**config.mk**
```make
export PLATFORM = sky130hd
export DESIGN_NAME = dram_addr_seq
export DESIGN_NICKNAME = d
export VERILOG_FILES = /design/src/rtl/dram_seq_pkg.sv /design/src/rtl/dram_seq_latch.sv /design/src/rtl/dram_seq_timer.sv /design/src/rtl/dram_seq_fsm.sv /design/src/rtl/dram_addr_seq.sv
export SDC_FILE = /design/constraint.sdc
export NUM_CORES = 1
export LEC_CHECK = 0
export ABC_AREA = 0
export BUFFER_PORTS_ARGS = -buffer_cell sky130_fd_sc_hd__buf_2
export CAP_MARGIN = 20
export CORE_UTILIZATION = 35
export CTS_CLUSTER_DIAMETER = 120
export DETAILED_ROUTE_END_ITERATION = 8
export PLACE_DENSITY = 0.7
export SYNTH_ARGS = -nofsm -noshare
export SYNTH_HDL_FRONTEND = slang
export SYNTH_SLANG_ARGS = --single-unit
```
**constraint.sdc**
```tcl
create_clock -name clk -period 1.9 [get_ports clk]
set_input_delay 0.095 -clock clk [delete_from_list [all_inputs] [get_ports clk]]
set_output_delay 0.095 -clock clk [all_outputs]
set_load 0.02 [all_outputs]
```
**src/rtl/dram_seq_pkg.sv**
```systemverilog
package dram_seq_pkg;

    typedef enum logic [2:0] {
        ST_IDLE,
        ST_ROW,
        ST_RAS,
        ST_COL,
        ST_CAS,
        ST_PRE
    } seq_state_t;

    typedef struct packed {
        logic ras_n;
        logic cas_n;
        logic we_n;
    } strobe_t;

    function automatic strobe_t decode_strobes(seq_state_t st, logic wr);
        strobe_t s;
        s.ras_n = 1'b1;
        s.cas_n = 1'b1;
        s.we_n  = 1'b1;
        case (st)
            ST_ROW: s.we_n = ~wr;
            ST_RAS, ST_COL: begin
                s.ras_n = 1'b0;
                s.we_n  = ~wr;
            end
            ST_CAS: begin
                s.ras_n = 1'b0;
                s.cas_n = 1'b0;
                s.we_n  = ~wr;
            end
            default: ;
        endcase
        return s;
    endfunction

    function automatic logic drives_row(seq_state_t st);
        return (st == ST_ROW) || (st == ST_RAS);
    endfunction

endpackage

```
**src/rtl/dram_seq_latch.sv**
```systemverilog
module dram_seq_latch #(
    parameter int HALF_W = 8
) (
    input  logic                  clk,
    input  logic                  rst,
    input  logic                  load,
    input  logic                  wr_i,
    input  logic [2*HALF_W-1:0]   addr_i,
    output logic                  wr_q,
    output logic [HALF_W-1:0]     row_q,
    output logic [HALF_W-1:0]     col_q
);
    always_ff @(posedge clk) begin
        if (rst) begin
            wr_q  <= 1'b0;
            row_q <= '0;
            col_q <= '0;
        end else if (load) begin
            wr_q  <= wr_i;
            row_q <= addr_i[2*HALF_W-1:HALF_W];
            col_q <= addr_i[HALF_W-1:0];
        end
    end
endmodule

```
**src/rtl/dram_seq_timer.sv**
```systemverilog
module dram_seq_timer #(
    parameter int CW = 4
) (
    input  logic          clk,
    input  logic          rst,
    input  logic          load,
    input  logic [CW-1:0] load_val,
    output logic          expired
);
    logic [CW-1:0] cnt;

    always_ff @(posedge clk) begin
        if (rst)
            cnt <= '0;
        else if (load)
            cnt <= load_val;
        else if (cnt != '0)
            cnt <= cnt - 1'b1;
    end

    assign expired = (cnt == '0);
endmodule

```
**src/rtl/dram_seq_fsm.sv**
```systemverilog
module dram_seq_fsm
    import dram_seq_pkg::*;
#(
    parameter int CAS_CYC = 2,
    parameter int PRE_CYC = 2,
    parameter int CW      = 4
) (
    input  logic          clk,
    input  logic          rst,
    input  logic          req_i,
    input  logic          expired,
    output seq_state_t    state,
    output logic          accept,
    output logic          tmr_load,
    output logic [CW-1:0] tmr_val,
    output logic          pre_first
);
    localparam logic [CW-1:0] CAS_LOAD = CW'(CAS_CYC - 1);
    localparam logic [CW-1:0] PRE_LOAD = CW'(PRE_CYC - 1);

    seq_state_t nxt;

    always_comb begin
        nxt      = state;
        accept   = 1'b0;
        tmr_load = 1'b0;
        tmr_val  = '0;
        case (state)
            ST_IDLE: if (req_i) begin
                nxt    = ST_ROW;
                accept = 1'b1;
            end
            ST_ROW: nxt = ST_RAS;
            ST_RAS: nxt = ST_COL;
            ST_COL: begin
                nxt      = ST_CAS;
                tmr_load = 1'b1;
                tmr_val  = CAS_LOAD;
            end
            ST_CAS: if (expired) begin
                nxt      = ST_PRE;
                tmr_load = 1'b1;
                tmr_val  = PRE_LOAD;
            end
            ST_PRE: if (expired) nxt = ST_IDLE;
            default: nxt = ST_IDLE;
        endcase
    end

    always_ff @(posedge clk) begin
        if (rst) begin
            state     <= ST_IDLE;
            pre_first <= 1'b0;
        end else begin
            state     <= nxt;
            pre_first <= (state == ST_CAS) && (nxt == ST_PRE);
        end
    end
endmodule

```
**src/rtl/dram_addr_seq.sv**
```systemverilog
module dram_addr_seq
    import dram_seq_pkg::*;
#(
    parameter int HALF_W  = 8,
    parameter int CAS_CYC = 2,
    parameter int PRE_CYC = 2
) (
    input  logic                clk,
    input  logic                rst,
    input  logic                req_i,
    input  logic                wr_i,
    input  logic [2*HALF_W-1:0] addr_i,
    output logic [HALF_W-1:0]   ma_o,
    output logic                ras_n_o,
    output logic                cas_n_o,
    output logic                we_n_o,
    output logic                busy_o,
    output logic                done_o
);
    localparam int MAX_CYC = (CAS_CYC > PRE_CYC) ? CAS_CYC : PRE_CYC;
    localparam int CW      = (MAX_CYC < 2) ? 1 : $clog2(MAX_CYC);

    seq_state_t        state;
    logic              accept, tmr_load, expired, pre_first, wr_q;
    logic [CW-1:0]     tmr_val;
    logic [HALF_W-1:0] row_q, col_q;
    strobe_t           pins;

    dram_seq_fsm #(.CAS_CYC(CAS_CYC), .PRE_CYC(PRE_CYC), .CW(CW)) u_fsm (
        .clk(clk), .rst(rst), .req_i(req_i), .expired(expired),
        .state(state), .accept(accept), .tmr_load(tmr_load),
        .tmr_val(tmr_val), .pre_first(pre_first)
    );

    dram_seq_timer #(.CW(CW)) u_timer (
        .clk(clk), .rst(rst), .load(tmr_load), .load_val(tmr_val),
        .expired(expired)
    );

    dram_seq_latch #(.HALF_W(HALF_W)) u_latch (
        .clk(clk), .rst(rst), .load(accept), .wr_i(wr_i), .addr_i(addr_i),
        .wr_q(wr_q), .row_q(row_q), .col_q(col_q)
    );

    always_comb begin
        pins    = decode_strobes(state, wr_q);
        ras_n_o = pins.ras_n;
        cas_n_o = pins.cas_n;
        we_n_o  = pins.we_n;
        ma_o    = drives_row(state) ? row_q : col_q;
        busy_o  = (state != ST_IDLE);
        done_o  = (state == ST_PRE) && pre_first;
    end
endmodule

```
# After elaboration in Yosys (flattened, before gate mapping)
# Cells that the tools add are included.
# W data, S select, Z words.
# totals
reg_bits	22
wordCells	35
out_inout_bits	13
inputBits	20
# classes
n_addsub	1
n_mux	14
bitwise	1
eq_ne	6
reduce_logical	7
# op_table
operator	n
$pmux W3 S6	1
$eq A3 B3 Y1 const B	3
$mux W3	3
$mux W1	8
$mux W8	1
$eq A3 B2 Y1 const B	2
$reduce_or A4 Y1	1
$eq A3 B1 Y1 const B	1
$logic_not A3 Y1	1
$reduce_bool A3 Y1	1
$reduce_or A3 Y1	1
$logic_and A1 B1 Y1	2
$pmux W1 S2	1
$logic_or A1 B1 Y1	1
$not A1 Y1	1
$sub A1 B1 Y1 const B	1

# Longest topological paths before layout
# Gate-level depths: netlist of the first run.
# depth
ltp_word	4
mapped_depth	5
depth_no_buf	3

# Hierarchy
# Synthesis of the first run repeated with hierarchy kept, for this count alone.
# unflattened
hier_cells	98
area_unflattened_um2	1006.0
# by_module_without_submodules
module	instances	cells_per_inst	seq_area_each_um2	area_per_inst_um2
dram_seq_latch	1	55	340.3	614.3
dram_seq_fsm	1	23	80.1	202.7
dram_addr_seq	1	17	0.0	156.4
dram_seq_timer	1	3	20.0	32.5

# Worst setup path before layout of the first run
# OpenSTA, ideal clock, no wires.
# synth_path
kind	register to register
startpoint	register u_fsm.state[2]
endpoint	register u_latch.col_q[1]
required_ps	1768
stages_incl_launch_ff	6
synth_period_minus_slack_ps	1370
setup_ps	132
arrival_time_ps	1237
path_buffers	2
slack_ps	530
path_cell_list	dfxtp_1 > or4b_1 > buf_2 > buf_6 > nand2_1 > a21oi_1
# synth_via
elab_chain_cells	2
# synth_rtl
item	line_no	text
from (decl)	dram_seq_fsm.sv:12	output seq_state_t state,
from (signal assigned)	dram_seq_fsm.sv:55	state <= nxt;
$logic_not A3 Y1	dram_seq_fsm.sv:28	case (state)
$mux W1	dram_seq_fsm.sv:28	
to (signal assigned)	dram_seq_latch.sv:21	col_q <= addr_i[HALF_W-1:0];
to (decl)	dram_seq_latch.sv:11	output logic [HALF_W-1:0] col_q
# No other way between the ends.
# A chain may end at the register's enable or synchronous reset.

# Worst setup path after layout of the first run
# layout_path
startpoint	register u_fsm.state[1]
endpoint	output port ma_o[1]
# layout_via
elab_chain_cells	3
word_cells_on_any_way	4
classes_between	2 x eq/ne; 1 x mux; 1 x reduce/logical
# layout_rtl
item	line_no	text
$eq A3 B1 Y1 or $eq A3 B2 Y1 (tied branches)	dram_seq_pkg.sv:40	return (st == ST_ROW) || (st == ST_RAS);
$logic_or A1 B1 Y1 (*)	dram_seq_pkg.sv:40	
$mux W8 (*)	dram_addr_seq.sv:50	ma_o = drives_row(state) ? row_q : col_q;
to (decl)	dram_addr_seq.sv:13	output logic [HALF_W-1:0] ma_o,
# Mark *: on every way between the ends. The rest lies on a longest branch, timed or not.

==> results of run 1 <==
area by class of cell:
| class | count | share of cell area, % |
|---|---|---|
| multi-input cells | 83 | 40.3 |
| clock buffers | 3 | 1.93 |
| well taps | 30 | 3.22 |
| repair buffers | 36 | 16.3 |
| flip-flops and latches | 22 | 37.9 |
| inverters | 1 | 0.322 |
cells by family (layout without fill, tap and decap cells):
logic type | Yosys count | in the layout
muxes | 9 | 9
buffers and inverters | 9 | 40
AOI/OAI and AO/OA | 22 | 22
DFF | 22 | 22
and+or+nand+nor | 50 | 50
xor gates and xnor gates | 2 | 2
report_power, final:
part	switching, mW	leakage, nW	internal (mW)
clock network	0.126	0.0138	0.0738
registers	0.0297	0.181	0.503
logic	0.176	0.314	0.134
through the flow:
| step | utilization, % | power [mW] |
|---|---|---|
| final | 45.8 | 1.04 |
| after global placement | 44.8 | 0.845 |
| after floorplan | - | 0.772 |
| after CTS | 45.7 | 1.06 |
| after detailed placement | 44.8 | 0.857 |
| after global routing | 45.8 | 1.12 |
state kept, by name (all words and copies together), names as in the netlist:
register         cells
u_timer.cnt          1
u_fsm.pre_first      1
u_latch.wr_q         1
u_fsm.state          3
u_latch.row_q        8
u_latch.col_q        8
worst min path at each step:
stage | slack, ns | start | to | depth (start not counted)
6_report | 0.02 | addr_i[5] | u_latch.col_q[5] | 3
3_5_place_dp | 0.34 | addr_i[5] | u_latch.col_q[5] | 3
5_1_grt | 0.0007 | addr_i[1] | u_latch.col_q[1] | 3
4_1_cts | 0.01 | addr_i[5] | u_latch.col_q[5] | 3
2_1_floorplan | 0.17 | rst | u_fsm.pre_first | 1
3_3_place_gp | 0.34 | addr_i[11] | u_latch.row_q[3] | 3
routing by layer:
| metal | vias up | global-route usage, % | wire length (um) |
|---|---|---|---|
| li1 | 443 | - | - |
| met1 | 376 | 18.7 | 844 |
| met2 | 17 | 27.6 | 1070 |
| met3 | 2 | 4.17 | 71 |
| met4 | 0 | 6.41 | 19 |
| met5 | - | 0 | 0 |
worst min-delay path, cell delays in order:
cell and delay [ns]:
sky130_fd_sc_hd__buf_2 0.10, sky130_fd_sc_hd__nand2_1 0.04, sky130_fd_sc_hd__a21oi_1 0.05
synth_stat cells:
cell,instances
sky130_fd_sc_hd__nand2_1,35
sky130_fd_sc_hd__dfxtp_1,22
sky130_fd_sc_hd__a21oi_1,20
sky130_fd_sc_hd__mux2_2,8
sky130_fd_sc_hd__clkbuf_1,3
sky130_fd_sc_hd__nand3b_1,3
sky130_fd_sc_hd__buf_4,2
sky130_fd_sc_hd__buf_6,2
sky130_fd_sc_hd__nor2_1,2
sky130_fd_sc_hd__nor3_1,2
sky130_fd_sc_hd__o21ai_0,2
sky130_fd_sc_hd__or3_1,2
sky130_fd_sc_hd__xnor2_1,2
sky130_fd_sc_hd__and3_1,1
sky130_fd_sc_hd__buf_2,1
sky130_fd_sc_hd__inv_1,1
sky130_fd_sc_hd__mux2i_1,1
sky130_fd_sc_hd__nand3_1,1
sky130_fd_sc_hd__nor2_2,1
sky130_fd_sc_hd__nor2b_1,1
sky130_fd_sc_hd__nor4b_4,1
sky130_fd_sc_hd__or4b_1,1
==> results.md, run 1 <==
- Upper clock frequency limit: between 500 and 600 MHz
- Number of iterations in the first detailed-routing pass: 5
- Yosys warnings: 0
- First-pass GRT wire length: between 3 and 4 mm
- Total DRC errors in the routed layout: 0
- Area used by sequential logic in the layout: around 440 um2
- Number of nets in the layout: around 170
- Slew of the pin with the lowest slew margin: 0.544 ns
- Power per standard cell area: ~890 mW/mm2
- Data required time of the critical path: roughly 1.8 ns
- IR drop worst, VDD: roughly 0.00054 V
- Post-cts resize count: 0
- Worst path cell trace: xnor2_1, nor2_2, buf_4, mux2_2, buf_2
- R2R Path Start: u_fsm.state[1]
- Non-Filler Cell Area, Final: between 0.001 and 0.0015 mm2
- Overall track demand over capacity in global routing: 16.0%
- Die outline width: ~55 um
- Sort of element at the end of the critical path: output port
- Cell Area, Synth: slightly below 0.001 mm2
- Top library cells by usage in the layout, fill and taps aside: sky130_fd_sc_hd__nand2_1 (35), sky130_fd_sc_hd__buf_2 (32), sky130_fd_sc_hd__dfxtp_1 (21)
- Cts-stage hold buffer count: 0
- Unrepaired setup endpoints after global routing: no
- Effective utilization at floorplan: a little under two fifths
- TNS Setup: 0 ns
- CTS tree: built
- Overall via count from detail_route: 838
- Adder and majority cell fraction of the synthesized area: 0%
- Dpl hpwl: about 1.5 mm
- Number of standard cells after synthesis: between 100 and 150
- Number of diodes: 0
- Final global-route overflow total: 0
- Wire length reported by the detailed router: roughly 2 mm
- Final estimated routing congestion in global placement: ~0.7
- Fraction of post-synthesis cell area in the top cell type by area: between 40% and 50%
- Placement Cell Area: 0.00114 mm2
- Critical Path Slowest Stage Cell: sky130_fd_sc_hd__dfxtp_2
- CTS buffer count: 3
- Commonest non-fill, non-tap cell in the layout: sky130_fd_sc_hd__nand2_1
- Worst Path Buf+Inv: 2
- Number of antenna violations at the first check in global routing: 0
- Number of primary I/O pins: 33
- Main combinational cell family by area after synthesis: simple AND/OR/NAND/NOR gates
- Number of post-CTS setup repair buffers: 0
- Area of the die: about 0.0030 mm2
- Final Slew Violations: 0
- Core region area: 0.00254 mm2
- Multi-input gate area: between 400 and 500 um2
- Syn_area_per_cell: 8.48 um2
- Number of cells after detailed placement: approximately 170
- Critical Path Start Type: flip-flop
- Capture point of the critical path: ma_o[1]
- Largest clock skew in the final design: ~0.0021 ns
- Leak Pwr: between 0.5 and 0.6 nW
- Worst path depth: 5
- Insertion delay of the later-clocked pin in the worst-skew pair: just under 0.3 ns
- Worst setup path class: flip-flop to output port
- Most area-hungry cell type in the Yosys netlist: sky130_fd_sc_hd__dfxtp_1
- Maximum fanout count along the critical path: 11
- Largest cells by area after synthesis: sky130_fd_sc_hd__dfxtp_1 (46%), sky130_fd_sc_hd__nand2_1 (14%), sky130_fd_sc_hd__a21oi_1 (10%)
- Fill cells: about 260
- Maximum number of pins on one net before global-route repair: 23
- Capture instance of the worst register-to-register path: u_latch.col_q[2]
- Number of routed nets with antenna violations: 0
- Count of input and output buffers: 32
- Compound-gate portion of the synthesized area: between 10 and 15%
- Mean routed wirelength per cell: roughly 11 um
- Maximum count of clock buffers along a single path: 2
- Hold slack final: ~0.024 ns
- Run status: finished clean
- Min-delay worst type: input pin to flip-flop
- Number of maximum-capacitance constraint violations: 0
- Delay of the slowest cell on the worst path: between 0.4 and 0.5 ns
- Length in cells of the worst reg-to-reg path: 3
- Setup-violating endpoint count in the final report: 0
- Worst rel slew slack: between 60% and 70%
- Portion of netlist area occupied by mux cells: 10.3%
- Sinks on the clock net: 22
- Worst setup slack before clock tree synthesis: between 0.3 and 0.4 ns
- FF-to-FF setup slack: 0.37 ns
- Final standard cell count with taps included and fillers excluded: between 150 and 200
- Data arrival time of the critical path: 1.63 ns
- Worst path top cell family by delay: flip-flops
- Cell row count: 18
- Clk root buf: sky130_fd_sc_hd__clkbuf_4
- 1st-iter DRT viols: 19
- Seq/Total Area, Yosys: 45.5%
- Maximum level of the CTS H-tree: 1
- Area growth from synthesis to layout: 20.4%
- Vias per cell: approximately 4.8
- Post-route clock period utilization: between 90% and 100%
- Share of post-route cells with drive strength above 1: about a third
- Final period demand of the worst path: 1.73 ns
- Hold Vio Cnt, Final: 0
- Die span in y: ~55 um
- Worst setup path startpoint: u_fsm.state[1]
- Via count of the first global-routing pass: 743
- Number of library cell types mapped by synthesis: 22
- Flop and latch count out of synthesis: 22
- Synthesized net count: between 100 and 150
- Clock-pin slew on the worst setup and hold paths: between 0.1 and 0.15 ns
- Post-route worst setup slack: 0.174 ns
- Basic-gate share of the synthesized area counting and, or, nand and nor cells: about 25%
- Synthesized-area fraction occupied by xor and xnor cells: roughly 1.8%
Power figures use the tool's default switching activity.
==> run 2, diff against run 1 <==
Settings changed: PLACE_DENSITY 0.7 to 0.72, SYNTH_HIERARCHICAL set to 1.
Clock period 1.9 ns to 1.4 ns, I/O delays scaled along.
==> run 2 against run 1 <==
  * The flow now finishes with violations (negative setup slack)
  * Count of clock-buffer cells in the layout unchanged
  * First-iteration DRC count increased by 16%
  * Combinational power increased to 2.5 times the previous value
  * Via count increased by 6.2%
  * Non-clock buffer count increased by 24
  * Synthesized area increased by 4.0%
  * Register-to-register slack got worse by 0.51 ns
  * Flip-flop and latch count unchanged
  * Design area increased by 44%
==> results.md, run 2 <==
- 1st-iter DRT viols: 22 (+3)
- Hold Vio Cnt, Final: 0 (unchanged)
- Dpl hpwl: 1.49 mm (-1.4%)
- Worst path cell trace: xnor2_4, nor2_4, buf_12, mux2_4, buf_6
- Compound-gate portion of the synthesized area: 2.36% (-9.0 points)
- Data arrival time of the critical path: 1.54 ns (-0.09 ns)
- Post-route total power: 2.00 mW (+92%)
- Switching share of power: 28.3% (-3.5 points)
- Clk root buf: sky130_fd_sc_hd__clkbuf_4
- Delay of the slowest cell on the worst path: 0.39 ns (-0.07 ns)
- Post-route clock period utilization: 115%
- Number of primary I/O pins: 33 (unchanged)
- Number of antenna violations at the first check in global routing: 0 (unchanged)
- Internal power contribution: 1.43 mW (+100%)
- Die span in y: 55.6 um (+1.9%)
- Critical Path Start Type: flip-flop
- Violations in the final reports: negative setup slack
- Leak Pwr: 0.752 nW (+48%)
- Number of nets in the layout: 177 (+6.0%)
- Final Slew Violations: 0 (unchanged)
- Number of iterations in the first detailed-routing pass: 4 (-1)
- Total DRC errors in the routed layout: 0 (unchanged)
- Via count of the first global-routing pass: 887 (+19%)
- Unrepaired setup endpoints after global routing: yes
- Slew of the pin with the lowest slew margin: 0.397 ns (-0.147 ns)
- Top library cells by usage in the layout, fill and taps aside: sky130_fd_sc_hd__buf_2 (21), sky130_fd_sc_hd__nor2_1 (20), sky130_fd_sc_hd__dfxtp_1 (19)
- Mean routed wirelength per cell: 13.3 um (+16%)
- IR drop worst, VDD: 0.000952 V (+75%)
- Seq/Total Area, Yosys: 43.8% (-1.8 points)
- Adder and majority cell fraction of the synthesized area: 0% (unchanged)
- Maximum number of pins on one net before global-route repair: 23 (unchanged)
- Combinational cell fraction of total power: 39.3% (+9.6 points)
- EDFF count, synth: 0 (unchanged)
- Count of input and output buffers: 32 (unchanged)
- Upper clock frequency limit: roughly 620 MHz
- Share of post-route cells with drive strength above 1: 44.9% (+10 points)
- Synthesized net count: 118 (-12%)
- Worst Path Buf+Inv: 2 (unchanged)
- Largest clock skew in the final design: 0.00237 ns (+0.000266 ns)
- Final global-route overflow total: 0 (unchanged)
- Wire length reported by the detailed router: 2.49 mm (+24%)
- Maximum fanout count along the critical path: 8 (-3)
- Number of routed nets with antenna violations: 0 (unchanged)
- Area of the die: 0.00309 mm2 (+3.9%)
- Flop and latch count out of synthesis: 22 (unchanged)
- Top cells by count, synth: sky130_fd_sc_hd__dfxtp_1 (22), sky130_fd_sc_hd__nor2_1 (21), sky130_fd_sc_hd__mux2i_1 (18), sky130_fd_sc_hd__mux2_2 (8), sky130_fd_sc_hd__nand2_1 (5)
- Run status: finished with violations
- TNS Setup: -3.56 ns (-3.56 ns)
- Synthesized-area fraction occupied by xor and xnor cells: 3.36% (+1.5 points)
- Maximum count of clock buffers along a single path: 2 (unchanged)
- Async set-reset flop share out of synthesis: 0% (unchanged)
- Core region area: 0.00273 mm2 (+7.4%)
- Critical Path Slowest Stage Cell: sky130_fd_sc_hd__dfxtp_4
- Worst path top cell family by delay: flip-flops
- Largest regs: u_latch/col_q: 8 flops, u_latch/row_q: 8 flops, u_fsm/state: 3 flops
- Fraction of post-synthesis cell area in the top cell type by area: 43.8% (-1.8 points)
- Cell row count: 19 (+1)
- Overall track demand over capacity in global routing: 15.3% (-0.69 points)
- Area growth from synthesis to layout: 67.3%
- Number of maximum-capacitance constraint violations: 0 (unchanged)
- Effective utilization at floorplan: 36.8% (-1.2 points)
- Primary FF master, synth: sky130_fd_sc_hd__dfxtp_1
- Insertion delay of the later-clocked pin in the worst-skew pair: 0.31 ns (+0.02 ns)
- First-pass GRT wire length: 3.82 mm (+15%)
- CTS buffer count: 3 (unchanged)
- Number of library cell types mapped by synthesis: 25 (+14%)
- Worst setup slack before clock tree synthesis: 0.00531 ns (-0.301 ns)
- Largest cells by area after synthesis: sky130_fd_sc_hd__dfxtp_1 (44%), sky130_fd_sc_hd__mux2i_1 (18%), sky130_fd_sc_hd__mux2_2 (9.0%)
- Commonest non-fill, non-tap cell in the layout: sky130_fd_sc_hd__buf_2
- Cell Area, Synth: 0.00101 mm2 (+4.0%)
- Main combinational cell family by area after synthesis: multiplexers
- Post-route worst setup slack: -0.212 ns (-0.386 ns)
- Yosys warnings: 6 (+6)
- Die outline width: 55.6 um (+1.9%)
- Dominant cell by count in the synthesized netlist: sky130_fd_sc_hd__dfxtp_1
- CTS tree: built
- Final period demand of the worst path: 1.61 ns
- Syn_area_per_cell: 10.3 um2 (+21%)
- Sort of element at the end of the critical path: output port
- Sequential power share: 36.5% (-15 points)
- Worst rel slew slack: 73.5% (+9.8 points)
- Hold slack final: 0.0191 ns (-0.00484 ns)
- Min-delay worst type: input pin to flip-flop
- Clock group share of total power: 24.2% (+5.1 points)
- Power per standard cell area: 1190 mW/mm2 (+33%)
- Basic-gate share of the synthesized area counting and, or, nand and nor cells: 17.4% (-7.6 points)
- Layout Utilization: 61.6% (+16 points)
- Vias per cell: 4.76 (-0.61%)
- Overall via count from detail_route: 890 (+6.2%)
- Clock-pin slew on the worst setup and hold paths: 0.12 ns (about the same)
- Most area-hungry cell type in the Yosys netlist: sky130_fd_sc_hd__dfxtp_1
- Sinks on the clock net: 22 (unchanged)
- Portion of netlist area occupied by mux cells: 26.9% (+17 points)
- Number of standard cells after synthesis: 98 (-14%)
- Number of diodes: 0 (unchanged)
- Final estimated routing congestion in global placement: 0.769 (+8.6%)
- Maximum level of the CTS H-tree: 1 (unchanged)
- Data required time of the critical path: 1.33 ns (-0.47 ns)
- Setup-violating endpoint count in the final report: 28 (+28)
- Worst setup path class: flip-flop to output port
- Psw: 565 uW (+70%)
## run 2: cell families after synthesis
| family | Yosys count |
|---|---|
| multiplexers | 26 |
| buffers and inverters | 7 |
| flip-flops | 22 |
| AO/OA/AOI/OAI | 4 |
| AND/OR/NAND/NOR | 36 |
| XOR/XNOR | 3 |
## run 2: layer usage
layer	track usage, %	part of all wire [%]
met4	1.07	0
met1	17.6	41
met3	4.88	4.9
met2	28.7	54
met5	0	0
## run 2: metrics by stage
step | cell area (um2) | std cells
global route | 1680 | 187
detailed placement | 1210 | 160
finish | 1680 | 187
floorplan | 1010 | 98
CTS | 1610 | 182
global placement | 1210 | 160
## run 2: cell type report
type                            instances  area (um2)
Sequential cell                        22         452
Clock inverter                          1        30.0
Fill cell                             222        1050
Tap cell                               31        38.8
Inverter                                1        3.75
Multi-Input combinational cell         69         586
Timing Repair Buffer                   60         551
Clock buffer                            3        22.5
## run 2: path summary, 6_finish.rpt
kind                                       start               end  slack [ns]  cells after the start
worst min-delay path                  addr_i[14]  u_latch/row_q[6]        0.02                      3
worst max-delay path              u_fsm/state[0]           ma_o[5]       -0.21                      5
worst max register to register    u_fsm/state[0]  u_latch/col_q[5]       -0.14                      6
worst min register to register  u_latch/row_q[4]  u_latch/row_q[4]        0.52                      2
## run 2: timing repair
action                                  in CTS  in global routing
cloned                                       0                  1
endpoints found under the hold margin       13                  2
endpoints found under the setup margin      12                 30
buffers inserted                             5                  2
hold buffers                                13                  2
pin swaps                                    5                  3
gates resized for setup                     43                  5
## run 2: worst register-to-register path, delay by kind of cell (launching register included)
family | cells | cell delay, ns
buf+inv | 3 | 0.52
simple gates | 2 | 0.31
flops | 1 | 0.39
mux | 1 | 0.21
## run 2: power groups by stage
stage | registers (mW) | clock network [mW] | logic (mW)
2_1_floorplan | 0.729 | 0 | 0.365
3_5_place_dp | 0.734 | 0 | 0.488
4_1_cts | 0.727 | 0.502 | 0.735
5_1_grt | 0.736 | 0.531 | 0.831
6_report | 0.728 | 0.484 | 0.784
3_3_place_gp | 0.728 | 0 | 0.479
==> run 3, diff against run 2 <==
Settings changed: CELL_PAD_IN_SITES_DETAIL_PLACEMENT set to 1, CELL_PAD_IN_SITES_GLOBAL_PLACEMENT set to 1, CORE_UTILIZATION 35 to 33, PLACE_DENSITY 0.72 to 0.84.
==> run 3 against run 2 <==
  * The run ends with design-rule violations, negative setup slack left
  * First-iteration DRC count rose by 9.1%
  * Total power fell by 1.9%
  * Sequential power about the same
  * Flip-flop and latch count stayed put
  * Sequential share of layout area increased by 1.5 points
  * Worst hold slack worse by 0.0048 ns
  * Critical path type unchanged
==> results.md, run 3 (same netlist as run 2, synthesis figures left out) <==
- Run status: finished with violations
- Largest clock skew in the final design: 0.00159 ns (-0.000785 ns)
- Total DRC errors in the routed layout: 3 (+3)
- Min-delay worst type: input pin to flip-flop
- Worst path top cell family by delay: flip-flops
- Upper clock frequency limit: 620 MHz (-0.11%)
- Overall track demand over capacity in global routing: 19.1% (+3.7 points)
- Critical Path Start Type: flip-flop
- Post-route worst setup slack: -0.213 ns (-0.00180 ns)
- Sinks on the clock net: 22 (unchanged)
- Largest regs: u_latch/col_q: 8 flops, u_latch/row_q: 8 flops, u_fsm/state: 3 flops
- Length in cells of the worst reg-to-reg path: 5 (-1)
- Met3 WL post-DR: 125 um (+2.5%)
- Combinational cell fraction of total power: 38.1% (-1.2 points)
- Clock-pin slew on the worst setup and hold paths: 0.12 ns (about the same)
- Maximum number of pins on one net before global-route repair: 23 (unchanged)
- Number of iterations in the first detailed-routing pass: 8 (+4)
- Capture instance of the worst register-to-register path: u_latch/wr_q
- Layout Utilization: 55.7% (-5.9 points)
- Wire length on met2: 1.58 mm (+17%)
- Slew of the pin with the lowest slew margin: 0.405 ns (+0.00786 ns)
- Unrepaired setup endpoints after global routing: yes
- FF-to-FF setup slack: -0.15 ns (about the same)
- Data arrival time of the critical path: 1.54 ns (about the same)
- Sequential power share: 37.2% (+0.7 points)
- Final period demand of the worst path: 1.61 ns (+0.00180 ns)
- Final Slew Violations: 0 (unchanged)
- Switching share of power: 29.2% (+0.92 points)
- Overall via count from detail_route: 886 (-0.45%)
- Cell row count: 19 (unchanged)
- Fill cells: 316 (+42%)
- Number of nets in the layout: 170 (-4.0%)
- Number of cells after detailed placement: 162 (+1.3%)
- 1st-iter DRT viols: 24 (+9.1%)
- Core region area: 0.00283 mm2 (+3.5%)
- Psw: 572 uW (+1.3%)
- Violations in the final reports: design-rule violations, negative setup slack
- Top library cells by usage in the layout, fill and taps aside: sky130_fd_sc_hd__buf_2 (20), sky130_fd_sc_hd__nor2_1 (20), sky130_fd_sc_hd__dfxtp_1 (19)
- Setup-violating endpoint count in the final report: 29 (+3.6%)
- Vias per cell: 4.92 (+3.4%)
- Leak Pwr: 0.705 nW (-6.3%)
- R2R Path Start: u_fsm/state[0]
- Number of routed nets with antenna violations: 0 (unchanged)
- Maximum level of the CTS H-tree: 1 (unchanged)
- Maximum count of clock buffers along a single path: 2 (unchanged)
- Effective utilization at floorplan: 35.6% (-1.2 points)
- Via count of the first global-routing pass: 975 (+9.9%)
- Share of post-route cells with drive strength above 1: 47.0% (+2.1 points)
- Number of antenna violations at the first check in global routing: 0 (unchanged)
- Mean routed wirelength per cell: 15.9 um (+19%)
- Wire length reported by the detailed router: 2.86 mm (+15%)
- CTS tree: built
- Die span in y: 57.2 um (+2.9%)
- Worst setup path class: flip-flop to output port
- Area of the die: 0.00327 mm2 (+5.8%)
- Number of primary I/O pins: 33 (unchanged)
- Data required time of the critical path: 1.33 ns (about the same)
- Dpl hpwl: 1.73 mm (+17%)
- Worst rel slew slack: 73.0% (-0.52 points)
- Critical Path Slowest Stage Cell: sky130_fd_sc_hd__dfxtp_2
- CTS buffer count: 3 (unchanged)
- Clock group share of total power: 24.7% (+0.5 points)
- Delay of the slowest cell on the worst path: 0.38 ns (about the same)
- IR drop worst, VDD: 0.000431 V (-55%)
- Final estimated routing congestion in global placement: 0.734 (-4.5%)
- Number of maximum-capacitance constraint violations: 0 (unchanged)
- Worst setup slack before clock tree synthesis: -0.0414 ns (-0.0467 ns)
- First-pass GRT wire length: 4.66 mm (+22%)
- Number of diodes: 0 (unchanged)
- Worst path cell trace: xnor2_4, nor2_4, buf_12, mux2_4, buf_6
- Hold slack final: 0.0143 ns (-0.00482 ns)
- Hold path endpoint: u_latch/row_q[5]
- Count of input and output buffers: 32 (unchanged)
- Maximum fanout count along the critical path: 7 (-1)
- Power per standard cell area: 1240 mW/mm2 (+4.8%)
- Area growth from synthesis to layout: 56.6%
- Sort of element at the end of the critical path: output port
- Internal power contribution: 1.39 mW (-3.2%)
- Insertion delay of the later-clocked pin in the worst-skew pair: 0.30 ns (about the same)
- Final global-route overflow total: 0 (unchanged)
- Post-route clock period utilization: 115% (+0.13 points)
- Clk root buf: sky130_fd_sc_hd__clkbuf_4
- Uppermost signal routing layer after detailed routing: met4
- Hold wc startpoint: addr_i[13]
- Die outline width: 57.2 um (+2.9%)
- Number of stages on the worst hold path: 3 (unchanged)
- Hold Vio Cnt, Final: 0 (unchanged)
- Worst Path Buf+Inv: 2 (unchanged)
- Final standard cell count with taps included and fillers excluded: 180 (-3.7%)
- Sum of routed wire segments on met1: 1.13 mm (+12%)
## run 3: worst max path at each step
| stage | endpoint | from | cells after the start | slack (ns) |
|---|---|---|---|---|
| floorplan | u_latch/col_q[3] | u_fsm/state[0] | 6 | 0.008 |
| detailed placement | u_latch/row_q[6] | u_fsm/state[1] | 5 | -0.04 |
| CTS | ma_o[5] | u_fsm/state[0] | 5 | -0.21 |
| global route | ma_o[5] | u_fsm/state[0] | 5 | -0.27 |
| finish | ma_o[5] | u_fsm/state[1] | 5 | -0.21 |
| global placement | u_latch/col_q[0] | u_fsm/state[1] | 5 | 0.07 |
## run 3: layout make-up
type	instances	area [um2]	share of cell area, %
well taps	31	38.8	2.46
flip-flops and latches	22	447	28.4
multi-input cells	69	587	37.3
clock inverters	1	30.0	1.91
inverters	1	3.75	0.238
repair buffers	53	447	28.4
clock buffers	3	22.5	1.43
## run 3: layer usage
layer	vias up	GRT usage [%]
met2	24	35.5
met3	4	4.54
met5	-	0
met1	429	21.1
li1	429	-
met4	0	6.62
## run 3: worst register-to-register path, cell delays in order (launching register included)
cell and delay [ns]:
sky130_fd_sc_hd__dfxtp_4 0.39, sky130_fd_sc_hd__buf_4 0.16, sky130_fd_sc_hd__nor4b_4 0.37, sky130_fd_sc_hd__buf_4 0.22
sky130_fd_sc_hd__mux2i_1 0.24, sky130_fd_sc_hd__nor2_1 0.07
## run 3: metrics by stage
stage               instance area (um2)  setup TNS (ns)  total power, mW
detailed placement                 1210          -0.132             1.23
finish                             1580           -3.59             1.96
global route                       1580           -5.75             2.05
CTS                                1570           -4.18             1.95
global placement                   1210               0             1.21
floorplan                          1010               0             1.09
## run 3: power groups by stage
stage                     clock network, mW  logic, mW  registers [mW]
after floorplan                           0      0.365           0.729
after global placement                    0      0.488           0.721
after detailed placement                  0      0.508           0.727
after CTS                             0.496      0.736           0.719
after global routing                  0.527      0.792           0.735
final                                 0.484      0.746           0.727
## run 3: timing repair
item | CTS | global route
buffers inserted | 5 | 0
hold buffers | 9 | 0
gates cloned | 1 | 0
gates resized for setup | 48 | 3
hold endpoints to repair | 9 | 0
pin swaps | 4 | 5
endpoints found under the setup margin | 27 | 32
